$ cat src/rtl/xfer_pkg.sv
package xfer_pkg;
  localparam int NREG = 3;
  localparam int IDXW = 2;

  typedef enum logic [IDXW-1:0] {
    IDX_R0   = 2'd0,
    IDX_R1   = 2'd1,
    IDX_R2   = 2'd2,
    IDX_NONE = 2'd3
  } reg_idx_e;

  // Source taken when the register's select bit is 0.
  function automatic int src_when_low(input int dst);
    return (dst == 0) ? 1 : 0;
  endfunction

  // Source taken when the register's select bit is 1.
  function automatic int src_when_high(input int dst);
    return (dst == 2) ? 1 : 2;
  endfunction
endpackage

$ cat src/rtl/xfer_rst_sync.sv
module xfer_rst_sync #(
  parameter int STAGES = 2
) (
  input  logic clk,
  input  logic rst_n,
  output logic rst_n_q
);
  logic [STAGES-1:0] chain;

  always_ff @(posedge clk or negedge rst_n) begin
    if (!rst_n) begin
      chain <= '0;
    end else begin
      chain <= {chain[STAGES-2:0], 1'b1};
    end
  end

  assign rst_n_q = chain[STAGES-1];
endmodule

$ cat src/rtl/xfer_src_mux.sv
module xfer_src_mux #(
  parameter int WIDTH = 8
) (
  input  logic [WIDTH-1:0] src_lo,
  input  logic [WIDTH-1:0] src_hi,
  input  logic             pick,
  output logic [WIDTH-1:0] src_out
);
  always_comb begin
    if (pick) src_out = src_hi;
    else      src_out = src_lo;
  end
endmodule

$ cat src/rtl/xfer_reg_slice.sv
module xfer_reg_slice #(
  parameter int WIDTH = 8
) (
  input  logic             clk,
  input  logic             rst_n,
  input  logic             load,
  input  logic             init_en,
  input  logic             init_hit,
  input  logic [WIDTH-1:0] init_data,
  input  logic [WIDTH-1:0] mux_src,
  output logic [WIDTH-1:0] q
);
  logic             cen;
  logic [WIDTH-1:0] nxt;

  // Next-state: the direct write wins over the multiplexer path.
  always_comb begin
    if (init_en) begin
      cen = init_hit;
      nxt = init_data;
    end else begin
      cen = load;
      nxt = mux_src;
    end
  end

  always_ff @(posedge clk or negedge rst_n) begin
    if (!rst_n) begin
      q <= '0;
    end else if (cen) begin
      q <= nxt;
    end
  end
endmodule

$ cat src/rtl/xfer_net.sv
module xfer_net
  import xfer_pkg::*;
#(
  parameter int WIDTH     = 8,
  parameter int RST_STAGE = 2
) (
  input  logic                clk,
  input  logic                rst_n,
  input  logic [NREG-1:0]     sel,
  input  logic [NREG-1:0]     load,
  input  logic                init_en,
  input  logic [IDXW-1:0]     init_idx,
  input  logic [WIDTH-1:0]    init_data,
  output logic [WIDTH-1:0]    r0_q,
  output logic [WIDTH-1:0]    r1_q,
  output logic [WIDTH-1:0]    r2_q
);
  logic             rst_n_q;
  logic [WIDTH-1:0] regs [NREG];
  logic [WIDTH-1:0] srcs [NREG];

  xfer_rst_sync #(.STAGES(RST_STAGE)) u_rst_sync (
    .clk     (clk),
    .rst_n   (rst_n),
    .rst_n_q (rst_n_q)
  );

  for (genvar i = 0; i < NREG; i++) begin : g_slot
    localparam int LO = src_when_low(i);
    localparam int HI = src_when_high(i);

    xfer_src_mux #(.WIDTH(WIDTH)) u_mux (
      .src_lo  (regs[LO]),
      .src_hi  (regs[HI]),
      .pick    (sel[i]),
      .src_out (srcs[i])
    );

    xfer_reg_slice #(.WIDTH(WIDTH)) u_reg (
      .clk       (clk),
      .rst_n     (rst_n_q),
      .load      (load[i]),
      .init_en   (init_en),
      .init_hit  (init_idx == IDXW'(i)),
      .init_data (init_data),
      .mux_src   (srcs[i]),
      .q         (regs[i])
    );
  end

  assign r0_q = regs[0];
  assign r1_q = regs[1];
  assign r2_q = regs[2];
endmodule

$ cat config.mk
export PLATFORM = sky130hd
export DESIGN_NAME = xfer_net
export DESIGN_NICKNAME = d
export VERILOG_FILES = /design/src/rtl/xfer_pkg.sv /design/src/rtl/xfer_rst_sync.sv /design/src/rtl/xfer_src_mux.sv /design/src/rtl/xfer_reg_slice.sv /design/src/rtl/xfer_net.sv
export SDC_FILE = /design/constraint.sdc
export NUM_CORES = 1
export LEC_CHECK = 0
export BUFFER_PORTS_ARGS = -buffer_cell sky130_fd_sc_hd__buf_2
export CORE_ASPECT_RATIO = 0.75
export CORE_MARGIN = 2
export CORE_UTILIZATION = 33
export CTS_BUF_LIST = sky130_fd_sc_hd__clkbuf_8
export DETAILED_ROUTE_END_ITERATION = 10
export SYNTH_ARGS = -nofsm -noshare
export SYNTH_HDL_FRONTEND = slang
export SYNTH_SLANG_ARGS = --single-unit
$ cat constraint.sdc
create_clock -name clk -period 1.85 [get_ports clk]
set_input_delay 0.0925 -clock clk [delete_from_list [all_inputs] [get_ports clk]]
set_output_delay 0.0925 -clock clk [all_outputs]
set_load 0.05 [all_outputs]
==> metrics.csv, run 1 <==
metric,value,unit
Clk network pwr share,0.188,
Relative slew margins,0.634,
CP arrival,1400,ps
crit start category,input port,
Fmax achieved,804,MHz
worst path bufs/invs,1,
ant diodes,0,
initial antenna violation count,0,
top-area cell type share of the netlist area,0.435,
DIE AREA,5090,µm²
worst-skew pair later-pin latency,270,ps
drt wl/cell,18.1,µm
Worst path max stage delay,420,ps
number of global-route vias before repair,1342,
final hold vios,0,
DP HPWL,2.98,mm
synthesized instance count,135,
DRC,0,
cell area power density,1090,nW/µm²
FF-to-FF Start,g_slot[2].u_reg.q[6],
R2R Setup Slk,800,ps
Comb power frac,0.410,
Final Cell Area,1810,µm²
H-tree depth,1,
period utilisation layout,0.673,
CP Launch Point,init_en,
synth warn,0,
RSZ-0062 raised after global routing,false,
Leak Pwr,0.000931,µW
Area Overhead vs Synth,20.9,%
min-delay src,init_data[2],
CP Cell Sequence,"buf_2, and3b_1, nor2b_1, a221o_1",
sequential share of the synthesized area,0.435,
Max Slew Vio Count,0,
WP data required,2000,ps
router iterations before antenna repair,4,
detailed router's first-iteration violation count,64,
"EDFF count, synth",0,
GP Congestion,0.801,
most used flip-flop cell after synthesis,dfrtp_1,
Die Y,62.3,µm
top-count cell post-synth,dfrtp_1,
Vias per Instance,5.49,
Clock Tree Root,clkbuf_8,
CP max stage cell,and3b_1,
total negative slack,0,ps
worst-path fanout max,20,
final wirelength,4.21,mm
CP Depth,4,
reg2reg path depth,3,
Layout Nets,195,
Synth area leader,dfrtp_1,
synth cell count leaders,"26 x dfrtp_1, 24 x mux2i_1, 24 x nor2_1, 16 x a221o_1",
Yosys reg bits,26,
Final min period,1240,ps
sw power,861,µW
CTS Hold Buffers Added,1,
first-pass GRT wire length,6.84,mm
Mapped Nets,154,
largest net degree at the start of global routing,25,
"delay-heaviest family, CP",simple AND/OR/NAND/NOR gates,
Flop pwr share,0.402,
Internal,1110,µW
Critical Path End,g_slot[1].u_reg.q[4],
leading cell types by total area after synthesis,"dfrtp_1 44%, mux2i_1 16%, a221o_1 11%",
syn_area_per_cell,11.1,µm²
CTS resizes,0,
# clock sinks,26,
VDD IR max,0.524,mV
# IOs,43,
total track usage,0.177,
Worst Tran Pin Value,548,ps
Reg-to-Reg End,g_slot[1].u_reg.q[6],
row cnt,21,
Clock Tree Buf Depth,2,
CTS tree,yes,
Worst Hold Class,input port to register,
library cells used by synthesis,17,
synthesized area,1500,µm²
area post-placement,1740,µm²
Die W,81.7,µm
Worst Setup End Kind,register,
switching share of total power,0.437,
Congestion Overflow GR,0,
outcome,"finished, final reports clean",
Filler Cell Count,447,
core area,4410,µm²
Port Buf Inserts,42,
Initial Utilization,0.339,
ANT nets after route,0,
max cap viols,0,
post-route clock skew,4.92,ps
total setup buffers inserted after CTS,0,
via count,1274,
CTS buffer count,3,
Setup CP Type,input port to register,
clk slew on worst S/H paths,90,ps
final setup fails,0,
Synth async-reset ratio,1.00,
layout cells sized above 1,0.309,
per-stage QoR:
step	setup slack (ps)	power (µW)	utilization	cells	hold slack (ps)
floorplan	643	1390	-	135	-203
global placement	421	1580	0.395	227	-123
detailed placement	356	1610	0.395	227	-121
CTS	645	1990	0.410	232	78.7
global route	542	2080	0.410	232	82.5
finish	606	1970	0.410	232	90.6
power groups by stage:
stage          clock network, µW  logic, µW  registers, µW
2_1_floorplan                  0        261           1130
3_3_place_gp                   0        792            788
3_5_place_dp                   0        807            799
4_1_cts                      390        811            788
5_1_grt                      421        856            807
6_report                     370        808            791
worst min path at each step:
stage,end,cells past startpoint
4_1_cts,g_slot[0].u_reg.q[2],2
2_1_floorplan,u_rst_sync.chain[0],0
3_5_place_dp,u_rst_sync.chain[1],1
6_report,g_slot[0].u_reg.q[2],2
3_3_place_gp,u_rst_sync.chain[0],1
5_1_grt,g_slot[1].u_reg.q[2],2
layout make-up:
type,count,area [µm²],area share
sequential,26,651,0.360
clock buffer,4,55.1,0.0304
multi-input combinational,96,766,0.424
timing repair buffer,49,265,0.147
tap,57,71.3,0.0394
cells in the final DEF (no fill, tap or decap), types with 2 or more instances in the layout:
cell	instances
mux2_1	8
a21o_1	8
a221o_1	16
buf_2	42
mux2i_1	24
dfrtp_1	26
nor2b_1	2
clkbuf_8	4
nand2b_1	2
buf_4	6
a211oi_1	8
nor2_1	24
sequential cells by signal, summed over array words and instances (netlist names):
name              count
u_rst_sync.chain      2
g_slot.u_reg.q       24
routing by layer:
layer | routed length, µm | global-route usage | up-vias
met3 | 244 | 0.0538 | 10
met5 | 0 | 0 | -
met1 | 2010 | 0.239 | 642
met2 | 1870 | 0.265 | 40
li1 | - | - | 582
met4 | 81 | 0.0667 | 0
kinds of logic after synthesis:
family	count (synthesis)	synth area share
AND/OR/NAND/NOR	31	0.101
buffers and inverters	13	0.0527
flip-flops	26	0.435
AO/OA/AOI/OAI	32	0.187
multiplexers	32	0.221
other	1	0.00251
(Power assumes the default switching activity.)
==> run 2, diff against run 1 <==
==> constraint.sdc (replaced) <==
create_clock -name clk -period 1.02 [get_ports clk]
set_input_delay 0.051 -clock clk [delete_from_list [all_inputs] [get_ports clk]]
set_output_delay 0.051 -clock clk [all_outputs]
set_load 0.05 [all_outputs]
==> run 2 against run 1 <==
Effect of this change:
- critical path type is now register to register
- the flow now finishes with violations (setup timing)
- combinational power is 100% higher
- die area stayed put
- global-route usage hardly changed
- clock power is 69% higher
- final cell count is 3.4% higher
- cell area is 10% higher
- largest cell class unchanged
- clock skew is 4.1 ps higher
- largest power group unchanged
==> metrics.csv, run 2 (synthesized netlist as in run 1, its figures left out) <==
metric,value,unit
worst-path fanout max,5,
ant diodes,0,
drt wl/cell,18.4,µm
final setup fails,4,
"delay-heaviest family, CP",flip-flops,
CTS buffer count,3,
post-route clock skew,8.98,ps
VDD IR max,0.948,mV
Worst Hold Class,input port to register,
number of global-route vias before repair,1256,
DIE AREA,5090,µm²
clk slew on worst S/H paths,100,ps
Leak Pwr,0.000990,µW
detailed router's first-iteration violation count,65,
RSZ-0062 raised after global routing,true,
final wirelength,4.40,mm
largest net degree at the start of global routing,25,
ANT nets after route,0,
core area,4410,µm²
DP HPWL,2.99,mm
Hold Crit Depth,2,
period utilisation layout,1.01,
Vias per Instance,5.43,
Worst Setup End Kind,register,
Area Overhead vs Synth,33.6,%
Initial Utilization,0.339,
initial antenna violation count,0,
total negative slack,-34.6,ps
worst path bufs/invs,0,
Worst path max stage delay,450,ps
Filler Cell Count,421,
H-tree depth,1,
WP data required,1180,ps
min-delay src,init_data[2],
max cap viols,0,
worst-skew pair later-pin latency,280,ps
Hold Crit Endpoint,g_slot[0].u_reg.q[2],
Final min period,1030,ps
Layout Cells excl Fill,240,
Congestion Overflow GR,0,
CP arrival,1200,ps
R2R Setup Slk,-10,ps
# IOs,43,
Placed Cells,235,
failing checks,setup timing,
final hold vios,0,
largest registers,"g_slot.u_reg.q: 24 flops, u_rst_sync.chain: 2 flops",
power consumption,3730,µW
CTS tree,yes,
Die W,81.7,µm
router iterations before antenna repair,4,
layout cells sized above 1,0.519,
GP Congestion,0.783,
CP Cell Sequence,"mux2i_1, nor2_1, a221o_1",
# clock sinks,26,
Clock Tree Buf Depth,2,
Final WS setup,-13.7,ps
CP Launch Point,g_slot[2].u_reg.q[4],
DRC,0,
fin util,0.452,
FF-to-FF Start,g_slot[2].u_reg.q[4],
Reg-to-Reg End,g_slot[0].u_reg.q[4],
Port Buf Inserts,42,
cell area power density,1870,nW/µm²
Setup CP Type,register to register,
Die Y,62.3,µm
Max Slew Vio Count,0,
total setup buffers inserted after CTS,0,
Fmax achieved,967,MHz
via count,1302,
Largest register FFs,24,
"commonest cells after routing, fill and taps aside","24 x mux2i_1, 24 x nor2_1, 24 x dfrtp_2",
Layout Nets,203,
CP max stage cell,dfrtp_2,
Clock Tree Root,clkbuf_8,
row cnt,21,
Top reg by flops,g_slot.u_reg.q,
total track usage,0.177,
crit start category,register,
outcome,"finished, violations left",
reg2reg path depth,3,
first-pass GRT wire length,6.67,mm
[run 2: cell types whose count changed in the layout (fill, tap and decap cells not counted), moves of 8 or more]
cell	change
dfrtp_2	+24
mux2_4	+8
buf_4	+17
mux2_1	-8
buf_2	-22
clkbuf_4	+12
dfrtp_1	-24
[run 2: worst max path at each step]
stage | to | slack (ps) | depth (start not counted)
after CTS | g_slot[0].u_reg.q[7] | -20 | 3
final | g_slot[0].u_reg.q[4] | -10 | 3
after detailed placement | g_slot[0].u_reg.q[6] | -90 | 5
after global placement | g_slot[2].u_reg.q[0] | -60 | 5
after global routing | g_slot[1].u_reg.q[2] | -60 | 3
after floorplan | g_slot[0].u_reg.q[0] | -70 | 5
[run 2: layout make-up]
class	count	area (µm²)	area share
repair buffers	57	384	0.192
flip-flops and latches	26	681	0.341
multi-input cells	96	816	0.409
clock buffers	3	41.3	0.0207
clock inverters	1	3.75	0.00188
well taps	57	71.3	0.0357
[run 2: layer usage]
layer / vias up / GRT usage / part of all wire
li1: 595 / - / -
met1: 648 / 0.240 / 0.42
met2: 51 / 0.286 / 0.50
met3: 8 / 0.0407 / 0.062
met4: 0 / 0.0417 / 0.018
met5: - / 0 / 0
[run 2: metrics by stage]
stage	hold slack [ps]	cell area, µm²	setup WS (ps)
6_report	33.0	2000	-13.7
5_1_grt	28.6	2000	-62.2
4_1_cts	31.5	1950	-23.8
3_5_place_dp	-156	1880	-89.3
3_3_place_gp	-164	1880	-59.7
2_1_floorplan	-245	1590	-66.4
[run 2: timing repair]
item,4_1_cts,5_1_grt
hold buffers,1,0
endpoints found under the setup margin,9,36
gates resized for setup,3,27
pin swaps,0,0
endpoints found under the hold margin,2,0
[run 2: power breakdown]
part / switching [µW] / internal (µW)
combinational: 1020 / 612
sequential: 221 / 1250
clock: 354 / 271
